--- config.mk ---
export PLATFORM = sky130hd
export DESIGN_NAME = flow_target_unit
export DESIGN_NICKNAME = d
export VERILOG_FILES = /design/src/rtl/flow_pkg.sv /design/src/rtl/flow_off_ext.sv /design/src/rtl/flow_decide.sv /design/src/rtl/flow_tgt_mux.sv /design/src/rtl/flow_target_unit.sv
export SDC_FILE = /design/constraint.sdc
export NUM_CORES = 1
export LEC_CHECK = 0
export BUFFER_PORTS_ARGS = -buffer_cell sky130_fd_sc_hd__buf_2
export CORE_MARGIN = 2
export CORE_UTILIZATION = 30
export CTS_CLUSTER_DIAMETER = 60
export DETAILED_ROUTE_END_ITERATION = 7
export GPL_TIMING_DRIVEN = 0
export MAX_ROUTING_LAYER = met4
export PLACE_DENSITY = 0.56
export SLEW_MARGIN = 20
export SYNTH_ARGS = -nofsm -noshare
export SYNTH_HDL_FRONTEND = slang
export SYNTH_SLANG_ARGS = --single-unit
--- constraint.sdc ---
create_clock -name clk -period 7 [get_ports clk]
set_input_delay 1.4 -clock clk [delete_from_list [all_inputs] [get_ports clk]]
set_output_delay 1.4 -clock clk [all_outputs]
set_load 0.02 [all_outputs]
--- src/rtl/flow_pkg.sv ---
package flow_pkg;

   // Jump-class opcode values; the encoding is fixed by the instruction set.
   typedef enum logic [2:0] {
      OP_JUMP   = 3'd0,
      OP_CALL   = 3'd1,
      OP_RET    = 3'd3,
      OP_BR_Z   = 3'd5,
      OP_BR_NZ  = 3'd6
   } jop_e;

   localparam int unsigned OP_W = 3;

   // Target source chosen by the decoder.
   typedef enum logic [1:0] {
      TGT_SEQ = 2'd0,
      TGT_REL = 2'd1,
      TGT_REG = 2'd2,
      TGT_RA  = 2'd3
   } tgt_e;

endpackage

--- src/rtl/flow_off_ext.sv ---
module flow_off_ext #(
   parameter int unsigned OFF_W    = 18,
   parameter int unsigned ADDR_W   = 32,
   parameter bit          SIGN_OFF = 1'b1
) (
   input  logic [OFF_W-1:0]  off_i,
   output logic [ADDR_W-1:0] off_o
);
   localparam int unsigned PAD_W = ADDR_W - OFF_W;

   initial assert (OFF_W < ADDR_W)
      else $error("flow_off_ext: OFF_W must be narrower than ADDR_W");

   generate
      if (SIGN_OFF) begin : g_signed
         assign off_o = {{PAD_W{off_i[OFF_W-1]}}, off_i};
      end else begin : g_unsigned
         assign off_o = {{PAD_W{1'b0}}, off_i};
      end
   endgenerate
endmodule

--- src/rtl/flow_decide.sv ---
module flow_decide #(
   parameter int unsigned ADDR_W = 32
) (
   input  logic [flow_pkg::OP_W-1:0] op_i,
   input  logic [ADDR_W-1:0]         cond_i,
   input  logic                      use_reg_i,
   output flow_pkg::tgt_e            tgt_o,
   output logic                      taken_o,
   output logic                      link_o,
   output logic                      bad_o
);
   import flow_pkg::*;

   logic is_zero;
   assign is_zero = (cond_i == '0);

   always_comb begin
      tgt_o   = TGT_SEQ;
      taken_o = 1'b0;
      link_o  = 1'b0;
      bad_o   = 1'b0;
      case (op_i)
         OP_JUMP: begin
            taken_o = 1'b1;
            tgt_o   = use_reg_i ? TGT_REG : TGT_REL;
         end
         OP_CALL: begin
            taken_o = 1'b1;
            link_o  = 1'b1;
            tgt_o   = use_reg_i ? TGT_REG : TGT_REL;
         end
         OP_RET: begin
            taken_o = 1'b1;
            tgt_o   = TGT_RA;
         end
         OP_BR_Z: begin
            taken_o = is_zero;
            tgt_o   = is_zero ? TGT_REL : TGT_SEQ;
         end
         OP_BR_NZ: begin
            taken_o = !is_zero;
            tgt_o   = is_zero ? TGT_SEQ : TGT_REL;
         end
         default: begin
            bad_o   = 1'b1;
         end
      endcase
   end
endmodule

--- src/rtl/flow_tgt_mux.sv ---
module flow_tgt_mux #(
   parameter int unsigned ADDR_W = 32,
   parameter int unsigned STEP   = 4
) (
   input  logic [ADDR_W-1:0] pc_i,
   input  logic [ADDR_W-1:0] off_i,
   input  logic [ADDR_W-1:0] reg_i,
   input  logic [ADDR_W-1:0] ra_i,
   input  flow_pkg::tgt_e    sel_i,
   output logic [ADDR_W-1:0] seq_o,
   output logic [ADDR_W-1:0] npc_o
);
   import flow_pkg::*;

   localparam logic [ADDR_W-1:0] STEP_V = ADDR_W'(STEP);

   logic [ADDR_W-1:0] rel;
   assign seq_o = pc_i + STEP_V;
   assign rel   = pc_i + off_i;

   always_comb begin
      case (sel_i)
         TGT_REL: npc_o = rel;
         TGT_REG: npc_o = reg_i;
         TGT_RA:  npc_o = ra_i;
         default: npc_o = seq_o;
      endcase
   end
endmodule

--- src/rtl/flow_target_unit.sv ---
module flow_target_unit #(
   parameter int unsigned ADDR_W   = 32,
   parameter int unsigned OFF_W    = 18,
   parameter int unsigned STEP     = 4,
   parameter bit          SIGN_OFF = 1'b1
) (
   input  logic              clk,
   input  logic              rst_n,
   input  logic              in_valid,
   input  logic [ADDR_W-1:0] in_pc,
   input  logic [2:0]        in_op,
   input  logic [OFF_W-1:0]  in_off,
   input  logic [ADDR_W-1:0] in_reg,
   input  logic              in_use_reg,
   input  logic [ADDR_W-1:0] in_ra,
   output logic              out_valid,
   output logic [ADDR_W-1:0] out_npc,
   output logic              out_taken,
   output logic              out_ra_we,
   output logic [ADDR_W-1:0] out_ra_data,
   output logic              out_illegal
);
   import flow_pkg::*;

   initial assert (STEP > 0 && (STEP & (STEP - 1)) == 0)
      else $error("flow_target_unit: STEP must be a power of two");
   initial assert (ADDR_W >= 8)
      else $error("flow_target_unit: ADDR_W too small");

   logic [ADDR_W-1:0] off_x, seq_pc, npc_c;
   tgt_e              tgt_c;
   logic              taken_c, link_c, bad_c;

   flow_off_ext #(.OFF_W(OFF_W), .ADDR_W(ADDR_W), .SIGN_OFF(SIGN_OFF)) u_ext (
      .off_i (in_off),
      .off_o (off_x)
   );

   flow_decide #(.ADDR_W(ADDR_W)) u_dec (
      .op_i      (in_op),
      .cond_i    (in_reg),
      .use_reg_i (in_use_reg),
      .tgt_o     (tgt_c),
      .taken_o   (taken_c),
      .link_o    (link_c),
      .bad_o     (bad_c)
   );

   flow_tgt_mux #(.ADDR_W(ADDR_W), .STEP(STEP)) u_mux (
      .pc_i  (in_pc),
      .off_i (off_x),
      .reg_i (in_reg),
      .ra_i  (in_ra),
      .sel_i (tgt_c),
      .seq_o (seq_pc),
      .npc_o (npc_c)
   );

   // Flags are qualified by in_valid; data words hold between results.
   always_ff @(posedge clk) begin
      if (!rst_n) begin
         out_valid   <= 1'b0;
         out_taken   <= 1'b0;
         out_ra_we   <= 1'b0;
         out_illegal <= 1'b0;
         out_npc     <= '0;
         out_ra_data <= '0;
      end else begin
         out_valid   <= in_valid;
         out_taken   <= in_valid & taken_c;
         out_ra_we   <= in_valid & link_c;
         out_illegal <= in_valid & bad_c;
         if (in_valid) begin
            out_npc     <= npc_c;
            out_ra_data <= seq_pc;
         end
      end
   end

   // result valid exactly one edge after the input
   a_r1_valid_follows: assert property (@(posedge clk) disable iff (!rst_n)
      in_valid |=> out_valid);
   a_r1_no_spurious: assert property (@(posedge clk) disable iff (!rst_n)
      !in_valid |=> !out_valid);
   // return-address data is the sequential address of the call
   a_r3_link_value: assert property (@(posedge clk) disable iff (!rst_n)
      (in_valid && in_op == 3'd1) |=> (out_ra_we && out_ra_data == $past(in_pc) + ADDR_W'(STEP)));
   // return follows the return-address register
   a_r4_return_target: assert property (@(posedge clk) disable iff (!rst_n)
      (in_valid && in_op == 3'd3) |=> (out_taken && out_npc == $past(in_ra)));
   // an illegal opcode is never taken and never links
   a_r8_illegal_quiet: assert property (@(posedge clk) disable iff (!rst_n)
      out_illegal |-> (!out_taken && !out_ra_we));
   // a link write always belongs to a taken call
   a_r11_link_taken: assert property (@(posedge clk) disable iff (!rst_n)
      out_ra_we |-> (out_taken && !out_illegal));
   // flags only accompany a valid result
   a_r12_flags_need_valid: assert property (@(posedge clk) disable iff (!rst_n)
      (out_taken || out_ra_we || out_illegal) |-> out_valid);
endmodule

Word-level counts from Yosys, hierarchy flattened

Index checks and enable logic that the tools add are counted.
Widths: inputs -> output; s select.

Bits in registers: 68
Word-level logic and storage cells: 32

Add/subtract/negate cells: 2
Equal/unequal tests: 7
Mux-type cells: 8
Bitwise logic cells: 3
Reduce and logical (&&, ||, !) cells: 6

Operators by type and width:

| kind                  | number |
|---|---|
| $pmux 32 s3           | 1 |
| $add 32x3->32 const B | 1 |
| $add 32x32->32        | 1 |
| $logic_not 32->1      | 1 |
| $pmux 2 s4            | 1 |
| $eq 3x3->1 const B    | 2 |
| $reduce_or 5->1       | 1 |
| $eq 2x2->1 const B    | 2 |
| $mux 1                | 4 |
| $and 1x1->1           | 3 |
| $eq 3x1->1 const B    | 1 |
| $eq 3x2->1 const B    | 1 |
| $logic_not 3->1       | 1 |
| $pmux 1 s3            | 1 |
| $reduce_or 3->1       | 1 |
| $eq 2x1->1 const B    | 1 |
| $mux 2                | 1 |
| $reduce_or 2->1       | 1 |
| $logic_not 1->1       | 1 |

Depth between registers and ports, before layout

Word-level depth: 5
Mapped depth: 12

Hierarchy

Synthesis repeated with hierarchy kept, for this count alone.

Cells, all modules: 665
Area, all modules: 6058.3 sq um

By module, submodules not included:

| module           | times used | cells each | area each (sq um) | seq. area each (sq um) |
|---|---|---|---|---|
| flow_tgt_mux     | 1          | 393        | 3096.7            | 0.0 |
| flow_target_unit | 1          | 215        | 2546.2            | 1361.3 |
| flow_off_ext     | 1          | 32         | 240.2             | 0.0 |
| flow_decide      | 1          | 25         | 175.2             | 0.0 |

Least setup slack after synthesis

Ideal clock, no wire load.

Path kind: input port to flip-flop
Start: input port in_pc[0]
End: register out_npc[26]
Setup time: 122 ps
Arrival: 3490 ps
Path slack: 3387 ps
Stages on the path: 11
Cell sequence: ha_1 fa_1 a21oi_1 o21ai_1 a21oi_1 o31ai_1 a31o_1 a311o_1 a31oi_1 xor2_1 o21ai_1

Word-level cells in the longest chain between the ends: 2

RTL lines:

| item                                                   | line                                   | RTL |
|---|---|---|
| start, declared                                        | flow_target_unit.sv:10                 | `input logic [ADDR_W-1:0] in_pc,` |
| $add 32x3->32 / $add 32x32->32 (equally long branches) | flow_tgt_mux.sv:18, flow_tgt_mux.sv:19 |  |
| $pmux 32 s3 *                                          | flow_tgt_mux.sv:22                     | `case (sel_i)` |
| end signal, assigned                                   | flow_target_unit.sv:74                 | `out_npc <= npc_c;` |
| end, declared                                          | flow_target_unit.sv:17                 | `output logic [ADDR_W-1:0] out_npc,` |

Mark *: on every way between the ends. The rest lies on a longest branch, timed or not.
A chain may end at the register's enable or synchronous reset.

Final worst setup path

Start: input port in_reg[3]
End: register out_npc[10]

Word-level cells in the longest chain between the ends: 5

RTL lines:

| item                                            | line                                 | RTL |
|---|---|---|
| start, declared                                 | flow_target_unit.sv:13               | `input logic [ADDR_W-1:0] in_reg,` |
| $logic_not 32->1 *                              | flow_decide.sv:15                    | `assign is_zero = (cond_i == '0);` |
| $mux 1, on equally long branches                | flow_decide.sv:42, flow_decide.sv:38 |  |
| $pmux 2 s4 *                                    | flow_decide.sv:22                    | `case (op_i)` |
| $eq 2x2->1 / $eq 2x1->1 (equally long branches) | flow_tgt_mux.sv:22                   |  |
| $pmux 32 s3 *                                   | flow_tgt_mux.sv:22                   |  |

Marked as above.

==> flow_summary_export.csv <==
group,metric,value,unit
grt,grt_usage,23.9,%
floorplan,core-area,17900,sq um
floorplan,io_pins,189,
sta,drv_slew,0,
sta,finalSetupViolCount,0,
clocking,cts_root_buf,"clkbuf_16",
final_layout,areaGrowthSynthToFinish,27.5,%
pwr,power.density,194,nW/um^2
sta,fin_crit,4130,ps
sta,holdWs,470,ps
clocking,cts_tree,"built",
synthesis,syn-cell-area,5470,sq um
final_layout,final_common_cell,"buf_2",
clocking,cts_hold_buffers,0,
clocking,h-tree-depth,3,
clocking,cts.reportedPaths.clkPinSlew,50,ps
synthesis,avgSynthCellArea,7.74,sq um
setup_path,crit_fanout,10,
routing,postRouteAntennaNets,0,
clocking,post_cts_buffers,0,
routing,viasPerCell,5.56,
final_layout,fin_area,6980,sq um
routing,wl,23200,um
grt,gr-total-overflow,0,
sta,setup_tns,0,ps
pwr,p_comb_share,34.1,%
status,status,"finished clean",
setup_path,path_class,"input port to register",
pwr,clkPwrFrac,33.3,%
routing,dr.pass1.iters,5,
pwr,peakVddDrop,0.000132,V
place,placed_area,6690,sq um
clocking,clk_latency,330,ps
sta,finalClockSkew,0,ps
synthesis,async_flop_share,0,%
sta,rsz0062_at_grt,"false",
synthesis,syn-num-nets,861,
final_layout,final_layout_size_suffix_gt1_share,24.0,%
floorplan,start_util,30.6,%
synthesis,ys_seq_area_share,24.9,%
sta,max_freq,0.242,GHz
clocking,numCtsBuffers,9,
pwr,seqPwrFrac,32.6,%
grt,grt_start_max_net_pins,16,
clocking,cts-resized-gates,0,
routing,initialDrtViolationCount,581,
grt,antenna_found_initial,0,
synthesis,synth_edf_count,0,
synthesis,synth_seq_cells,68,
final_layout,final_cell_mix,"192 x buf_2, 104 x nand2_1, 75 x a21oi_1",
sta,tightest_slew,721,ps
synthesis,synth_top_flop_cell,"dfxtp_1",
routing,via_count,6328,
pwr,p_leak,3.30,nW
setup_path,critPathRequiredTime,7190,ps
run,maxCapViolCount,0,
pwr,switching_share,35.8,%
grt,grt_pass1_vias,5866,
grt,grt_pass1_wl,34600,um
synthesis,yosys.cell_types.count,68,
hold_path,min_path_type,"register to register",
sta,fin_crit_sh,59.0,%
final_layout,nNetsFinal,1058,
setup_path,cp-end-kind,"register",
floorplan,die_area,19300,sq um
floorplan,die_x,139,um
pwr,total_power,1.35,mW
routing,route.detailed.drc,0,
setup_path,crit_arrival,4320,ps
place,dp_hpwl,19100,um
pwr,power_switching,484,uW
setup_path,start_kind,"input port",
clocking,clock_sinks,68,
floorplan,rows,49,
sta,hold_viol_final,0,
final_layout,multiInputGateArea,3900,sq um
routing,route.detailed.wl_per_inst,20.4,um
clocking,cts_max_path_buffers,2,
final_layout,n_antenna_cell,0,
synthesis,ys_warn_count,0,
place,port_buffers,186,
final_layout,filler_cell_count,1943,
place,place.gp.congestion,0.950,
final_layout,regArea,1360,sq um
pwr,intPower,867,uW
synthesis,syn_inst,707,
sta,max_slew_margin,51.9,%
floorplan,dieHeight,139,um
==> final cells by class <==
| class | count | area share (%) |
|---|---|---|
| clock buffer | 11 | 3.34 |
| multi-input combinational | 589 | 55.9 |
| tap | 229 | 4.11 |
| clock inverter | 5 | 0.753 |
| inverter | 10 | 0.538 |
| buffer | 40 | 2.53 |
| sequential | 68 | 19.5 |
| timing repair buffer | 186 | 13.3 |
==> stage by stage <==
| step | utilization (%) | worst slack [ps] | std cells |
|---|---|---|---|
| 2_1_floorplan | - | 3390 | 707 |
| 3_3_place_gp | 37.4 | 2550 | 1122 |
| 3_5_place_dp | 37.4 | 2570 | 1122 |
| 4_1_cts | 39.0 | 2910 | 1138 |
| 5_1_grt | 39.0 | 2800 | 1138 |
| 6_report | 39.0 | 2870 | 1138 |
==> registers in the layout (all words and copies together), names as in the netlist <==
name / cells
out_illegal: 1
out_taken: 1
out_npc: 32
out_ra_we: 1
out_ra_data: 32
out_valid: 1
==> worst max-delay path, cell delays in order <==
cell      delay, ps
buf_2           110
nor4_1          510
nand4_1         340
o21a_1          300
buf_2           200
nor2_1          330
clkbuf_1        590
o221ai_1        280
o21ai_1         180
o21ai_1          70
==> power by group through the flow <==
stage / Sequential [mW] / Clock [mW] / Combinational, mW
after floorplan: 0.481 / 0 / 0.246
after global placement: 0.449 / 0 / 0.453
after detailed placement: 0.449 / 0 / 0.453
after CTS: 0.440 / 0.453 / 0.454
after global routing: 0.443 / 0.471 / 0.497
final: 0.441 / 0.450 / 0.461
==> routing by layer <==
metal	GRT usage, %	vias up	share of wire, %
met5	-	-	0
met4	7.71	0	3.0
met3	3.49	32	6.2
met2	37.9	268	46
met1	31.5	2998	45
li1	-	3030	-
==> cell usage after synthesis, types with 10 or more instances <==
library cell	count	area, sq um
a21o_1	12	90.1
a21oi_1	75	375
a221oi_1	10	87.6
and3_1	14	87.6
clkbuf_1	26	97.6
dfxtp_1	68	1360
ha_1	32	400
inv_1	10	37.5
nand2_1	104	390
nand3_1	15	75.1
nor2_1	35	131
nor2b_1	15	93.8
o211a_1	29	290
o21ai_0	27	135
o21ai_1	27	135
xnor2_1	26	228
xor2_1	28	245
==> logic make-up after synthesis <==
kind of cell	count (synthesis)	share of synthesized area (%)
simple gates	234	20.3
mux	11	2.08
buf+inv	50	3.91
flops	68	24.9
compound gates	257	32.6
xor+xnor	54	8.64
fa+ha+maj	33	7.68
==> final timing paths <==
check                      startpoint                       end  slack (ps)  depth (start not counted)
min           out_npc[7]$_SDFFE_PN0P_   out_npc[7]$_SDFFE_PN0P_         470                          2
max reg2reg  out_npc[29]$_SDFFE_PN0P_  out_npc[29]$_SDFFE_PN0P_        6170                          2
max                         in_reg[3]  out_npc[10]$_SDFFE_PN0P_        2870                         10
min reg2reg   out_npc[7]$_SDFFE_PN0P_   out_npc[7]$_SDFFE_PN0P_         470                          2
Power figures use the tool's default switching activity.
